==> src/rtl/pace_pkg.sv <==
package pace_pkg;
  parameter int FIELD_W = 16;
  localparam int ACC_W  = FIELD_W + 1;
  localparam int WORD_W = 2 * FIELD_W;

  typedef struct packed {
    logic             fire;
    logic [ACC_W-1:0] acc;
  } pace_step_t;

  // One add-compare-subtract step of the phase accumulator.
  function automatic pace_step_t pace_step(input logic [ACC_W-1:0]   acc,
                                           input logic [FIELD_W-1:0] x,
                                           input logic [FIELD_W-1:0] y);
    pace_step_t       r;
    logic [ACC_W-1:0] sum;
    sum = acc + {1'b0, x};
    if (sum >= {1'b0, y}) begin
      r.fire = 1'b1;
      r.acc  = sum - {1'b0, y};
    end else begin
      r.fire = 1'b0;
      r.acc  = sum;
    end
    return r;
  endfunction
endpackage

==> src/rtl/pace_cfg_regs.sv <==
module pace_cfg_regs
  import pace_pkg::*;
#(
  parameter int NUM_TIMERS = 4,
  localparam int ADDR_W = $clog2(NUM_TIMERS)
) (
  input  logic                                 clk,
  input  logic                                 rst_n,
  input  logic                                 wr_en,
  input  logic [ADDR_W-1:0]                    wr_addr,
  input  logic [WORD_W-1:0]                    wr_data,
  input  logic [ADDR_W-1:0]                    rd_addr,
  output logic [WORD_W-1:0]                    rd_data,
  output logic [NUM_TIMERS-1:0][FIELD_W-1:0]   cfg_x,
  output logic [NUM_TIMERS-1:0][FIELD_W-1:0]   cfg_y,
  output logic [NUM_TIMERS-1:0]                restart
);
  logic [NUM_TIMERS-1:0][WORD_W-1:0] word_q;

  for (genvar i = 0; i < NUM_TIMERS; i++) begin : g_word
    assign restart[i] = wr_en && (wr_addr == ADDR_W'(i));
    assign cfg_x[i]   = word_q[i][WORD_W-1:FIELD_W];
    assign cfg_y[i]   = word_q[i][FIELD_W-1:0];

    always_ff @(posedge clk) begin
      if (!rst_n)          word_q[i] <= '0;
      else if (restart[i]) word_q[i] <= wr_data;
    end
  end

  always_comb begin
    rd_data = '0;
    for (int i = 0; i < NUM_TIMERS; i++)
      if (rd_addr == ADDR_W'(i)) rd_data = word_q[i];
  end

  AST_ONE_RESTART: assert property (@(posedge clk) disable iff (!rst_n)
    $onehot0(restart));
endmodule

==> src/rtl/pace_lane.sv <==
module pace_lane
  import pace_pkg::*;
(
  input  logic               clk,
  input  logic               rst_n,
  input  logic               restart,
  input  logic [FIELD_W-1:0] x,
  input  logic [FIELD_W-1:0] y,
  output logic               req_o
);
  logic [ACC_W-1:0] acc_q;
  pace_step_t       nxt;
  logic             stopped;
  logic             saturated;

  assign stopped   = (x == '0) || (y == '0);
  assign saturated = !stopped && (x >= y);
  assign nxt       = pace_step(acc_q, x, y);

  always_ff @(posedge clk) begin
    if (!rst_n || restart || stopped) begin
      acc_q <= '0;
      req_o <= 1'b0;
    end else if (saturated) begin
      acc_q <= '0;
      req_o <= 1'b1;
    end else begin
      acc_q <= nxt.acc;
      req_o <= nxt.fire;
    end
  end

  AST_STOPPED_QUIET: assert property (@(posedge clk) disable iff (!rst_n)
    stopped |=> !req_o);
  AST_SAT_EVERY_CYCLE: assert property (@(posedge clk) disable iff (!rst_n)
    (saturated && !restart) |=> req_o);
  AST_RESTART_CLEARS: assert property (@(posedge clk) disable iff (!rst_n)
    restart |=> (acc_q == '0) && !req_o);
  AST_ACC_BELOW_Y: assert property (@(posedge clk) disable iff (!rst_n)
    !stopped |-> (acc_q < {1'b0, y}));
  AST_NO_OVERFLOW: assert property (@(posedge clk) disable iff (!rst_n)
    (!stopped && !saturated) |-> (nxt.acc < {1'b0, y}));
endmodule

==> src/rtl/pace_timer_bank.sv <==
module pace_timer_bank
  import pace_pkg::*;
#(
  parameter int NUM_TIMERS = 4,
  localparam int ADDR_W = $clog2(NUM_TIMERS)
) (
  input  logic                  clk,
  input  logic                  rst_n,
  input  logic                  wr_en,
  input  logic [ADDR_W-1:0]     wr_addr,
  input  logic [WORD_W-1:0]     wr_data,
  input  logic [ADDR_W-1:0]     rd_addr,
  output logic [WORD_W-1:0]     rd_data,
  output logic [NUM_TIMERS-1:0] req
);
  logic [NUM_TIMERS-1:0][FIELD_W-1:0] cfg_x;
  logic [NUM_TIMERS-1:0][FIELD_W-1:0] cfg_y;
  logic [NUM_TIMERS-1:0]              restart;

  pace_cfg_regs #(.NUM_TIMERS(NUM_TIMERS)) u_regs (
    .clk     (clk),
    .rst_n   (rst_n),
    .wr_en   (wr_en),
    .wr_addr (wr_addr),
    .wr_data (wr_data),
    .rd_addr (rd_addr),
    .rd_data (rd_data),
    .cfg_x   (cfg_x),
    .cfg_y   (cfg_y),
    .restart (restart)
  );

  for (genvar i = 0; i < NUM_TIMERS; i++) begin : g_lane
    pace_lane u_lane (
      .clk     (clk),
      .rst_n   (rst_n),
      .restart (restart[i]),
      .x       (cfg_x[i]),
      .y       (cfg_y[i]),
      .req_o   (req[i])
    );
  end
endmodule

==> config.mk <==
export PLATFORM = sky130hd
export DESIGN_NAME = pace_timer_bank
export DESIGN_NICKNAME = d
export VERILOG_FILES = /design/src/rtl/pace_pkg.sv /design/src/rtl/pace_cfg_regs.sv /design/src/rtl/pace_lane.sv /design/src/rtl/pace_timer_bank.sv
export SDC_FILE = /design/constraint.sdc
export NUM_CORES = 1
export LEC_CHECK = 0
export ABC_CLOCK_PERIOD_IN_PS = 5120
export BUFFER_PORTS_ARGS = -buffer_cell sky130_fd_sc_hd__buf_2
export CAP_MARGIN = 20
export CORE_MARGIN = 10
export CORE_UTILIZATION = 60
export CTS_BUF_LIST = sky130_fd_sc_hd__clkbuf_16
export CTS_CLUSTER_DIAMETER = 50
export DETAILED_ROUTE_END_ITERATION = 8
export PLACE_DENSITY = 0.78
export SYNTH_ARGS = -nofsm -noshare
export SYNTH_HDL_FRONTEND = slang
export SYNTH_HIERARCHICAL = 1
export SYNTH_SLANG_ARGS = --single-unit
==> constraint.sdc <==
create_clock -name clk -period 5.12 [get_ports clk]
set_clock_uncertainty 0.15 [all_clocks]
set_input_delay 1.024 -clock clk [delete_from_list [all_inputs] [get_ports clk]]
set_output_delay 1.024 -clock clk [all_outputs]
set_load 0.01 [all_outputs]
==> flow_metrics.tcl <==
set metrics [dict create \
    place_area_um2 17300 \
    cp-startpoint "u_regs/cfg_x[0]" \
    drc_errors 0 \
    wl_um 52200 \
    setup_violations 0 \
    via_per_inst 6.65 \
    p_leak_nw 8.13 \
    slew_violations 0 \
    ys_ff_latch 200 \
    worstPathMaxFanout 10 \
    htreeDepth 4 \
    ys_seq_area_frac 0.238 \
    fin_crit_ns 4.51 \
    die_h_um 187 \
    cts.sinks 200 \
    yosysUniqueCellTypes 86 \
    pin_count 75 \
    reg2reg_depth 15 \
    yosys-top-cells-area "dfxtp_1 24%, ha_1 14%, mux2i_1 8.9%" \
    worstPathArrival_ns 4.74 \
    slew_headroom 0.398 \
    synth.largest_area_cell "dfxtp_1" \
    power_density_nw_per_um2 411 \
    dp_cells 2335 \
    fmax_mhz 222 \
    grt_max_degree 57 \
    grt_pass1_wl_um 81000 \
    drive_gt1_frac 0.108 \
    fillers 2303 \
    die-area_um2 35100 \
    finalCritPeriodShare 0.880 \
    gp_congestion 0.956 \
    hold_path.class "reg -> reg" \
    synthTopCellsByCount "236 x nand2_1, 200 x dfxtp_1, 192 x ha_1" \
    synth_nets 2174 \
    hpwl_um 40900 \
    r2r_setup_slack_ns 0.61 \
    holdBufCountCts 0 \
    ant_nets 0 \
    rows 61 \
    hold_depth 2 \
    rsz0062_at_grt "no" \
    synthesis.area_um2 16800 \
    path_class "reg -> reg" \
    synth-main-ff-cell "dfxtp_1" \
    synth.top_cell.area_share 0.238 \
    insertion_delay_ns 0.45 \
    yosysMostFrequentCell "nand2_1" \
    start_util 0.606 \
    portBuffers 74 \
    core_area_um2 27700 \
    synthCells 1935 \
    nNetsFinal 2215 \
    final_cell_area_um2 17900 \
    cts-root-buf "clkbuf_16" \
    ir_drop_v 0.000255 \
    startpoint_type "register" \
    end_kind "register" \
    worstHoldStart "u_regs/cfg_y[51]" \
    pre_cts_slack_ns 0.698 \
    clk_pin_slew_ns 0.08 \
    synthArstFlopShare 0 \
    area_delta_synth_final_pct 6.66 \
    fin_cells 2367 \
    grt_pass1_vias 14700 \
    clock_path_buffers 2 \
    cts_tree "yes" \
    gr-total-overflow 0 \
    vias 15800 \
    timing.hold.ws_ns 0.359 \
    finalSetupTns_ns 0 \
    cts_setup_buffers 0 \
    setup_slack_ns 0.612 \
    min_to "u_regs/cfg_y[51]" \
    worstPathRequired_ns 5.35 \
    status "finished, final reports clean" \
    r2r-start "u_regs/cfg_x[0]" \
    tightest_slew_ns 0.898 \
    yosys_warnings 6 \
    die_w_um 187 \
    synth_edf_count 0 \
    hold_viol_final 0 \
    cts_resized 0 \
    reg2reg_to "g_lane[0].u_lane/acc_q[12]" \
    wl_per_cell_um 22.1 \
    grt_usage 0.283 \
    first_iter_violations 1850 \
    cts_made_buffers 17 \
    dr.pass1.iters 6 \
    antenna_found_initial 1 \
    syn_area_per_cell_um2 8.68 \
    maxCapViolations 0 \
]
==> sequential cells by signal, summed over array words and instances (netlist names) <==
name and flops:
g_lane.u_lane/acc_q 68, u_regs/cfg_x 64, u_regs/cfg_y 64, g_lane.u_lane/req_o 4
==> how the worst max path moves through the flow <==
stage,endpoint,slack (ns),cells after the start
finish,g_lane[0].u_lane/acc_q[12],0.61,15
global route,g_lane[0].u_lane/acc_q[12],0.34,15
CTS,g_lane[0].u_lane/acc_q[13],0.68,14
detailed placement,g_lane[0].u_lane/acc_q[13],0.70,14
global placement,g_lane[0].u_lane/acc_q[13],0.85,14
floorplan,g_lane[1].u_lane/acc_q[7],1.26,16
==> critical path, stage by stage (launching register included) <==
cell       delay (ns)
dfxtp_1          0.38
ha_1             0.27
fa_1             0.45
a211oi_2         0.33
or3_1            0.19
a21oi_1          0.10
nor3_1           0.18
nor2_1           0.07
ha_1             0.41
a21oi_1          0.17
o21ai_1          0.21
a2111oi_4        0.49
nand2_1          0.23
a21oi_2          0.35
buf_4            0.25
mux2i_1          0.20
==> stage by stage <==
step / power, mW / utilization
2_1_floorplan: 5.04 / -
3_3_place_gp: 5.78 / 0.625
3_5_place_dp: 5.85 / 0.625
4_1_cts: 7.29 / 0.647
5_1_grt: 7.84 / 0.647
6_report: 7.36 / 0.647
==> per-layer routing <==
layer | GRT usage | vias up | part of all wire
li1 | - | 7305 | -
met1 | 0.374 | 7436 | 0.42
met2 | 0.441 | 872 | 0.44
met3 | 0.0701 | 138 | 0.11
met4 | 0.0989 | 0 | 0.032
met5 | 0 | - | 0
==> logic make-up (layout without fill, tap and decap cells) <==
group | Yosys count | after routing | synth area share
muxes | 182 | 182 | 0.133
xor gates and xnor gates | 96 | 96 | 0.0523
AOI/OAI and AO/OA | 529 | 529 | 0.208
buffers and inverters | 174 | 227 | 0.0533
adders and majority gates | 200 | 200 | 0.153
other | 0 | 1 | 0
DFF | 200 | 200 | 0.238
and+or+nand+nor | 554 | 554 | 0.162
==> area by class of cell <==
| cell class | instances | area, µm² | area share |
|---|---|---|---|
| Antenna cell | 1 | 2.50 | 0.000140 |
| Timing Repair Buffer | 99 | 561 | 0.0313 |
| Sequential cell | 200 | 4000 | 0.223 |
| Multi-Input combinational cell | 1561 | 11900 | 0.664 |
| Inverter | 97 | 364 | 0.0203 |
| Clock inverter | 14 | 183 | 0.0102 |
| Tap cell | 378 | 473 | 0.0264 |
| Clock buffer | 17 | 425 | 0.0237 |
==> cells in the final DEF, fill, tap and decap left out, types with 8 or more instances in the layout <==
cell type,n
nor3_1,31
nor2_1,63
mux4_2,28
ha_1,192
xor2_1,34
and3_1,11
dfxtp_1,200
nand4_1,40
mux2i_1,150
nand3_1,50
nand2b_1,15
o211ai_1,28
nor4_1,40
a21boi_0,11
nand2_1,236
buf_2,73
inv_1,95
a21o_1,54
or3_1,15
o21bai_1,9
o21ai_1,24
a211oi_1,42
clkbuf_16,17
fa_1,8
xnor2_1,60
a31oi_1,17
a21oi_1,168
o21a_1,11
o21ai_0,78
buf_4,26
==> power breakdown <==
| part | switching (mW) | internal, mW |
|---|---|---|
| registers | 0.112 | 1.68 |
| clock network | 0.670 | 0.780 |
| logic | 2.45 | 1.67 |
Power figures use the tool's default switching activity.
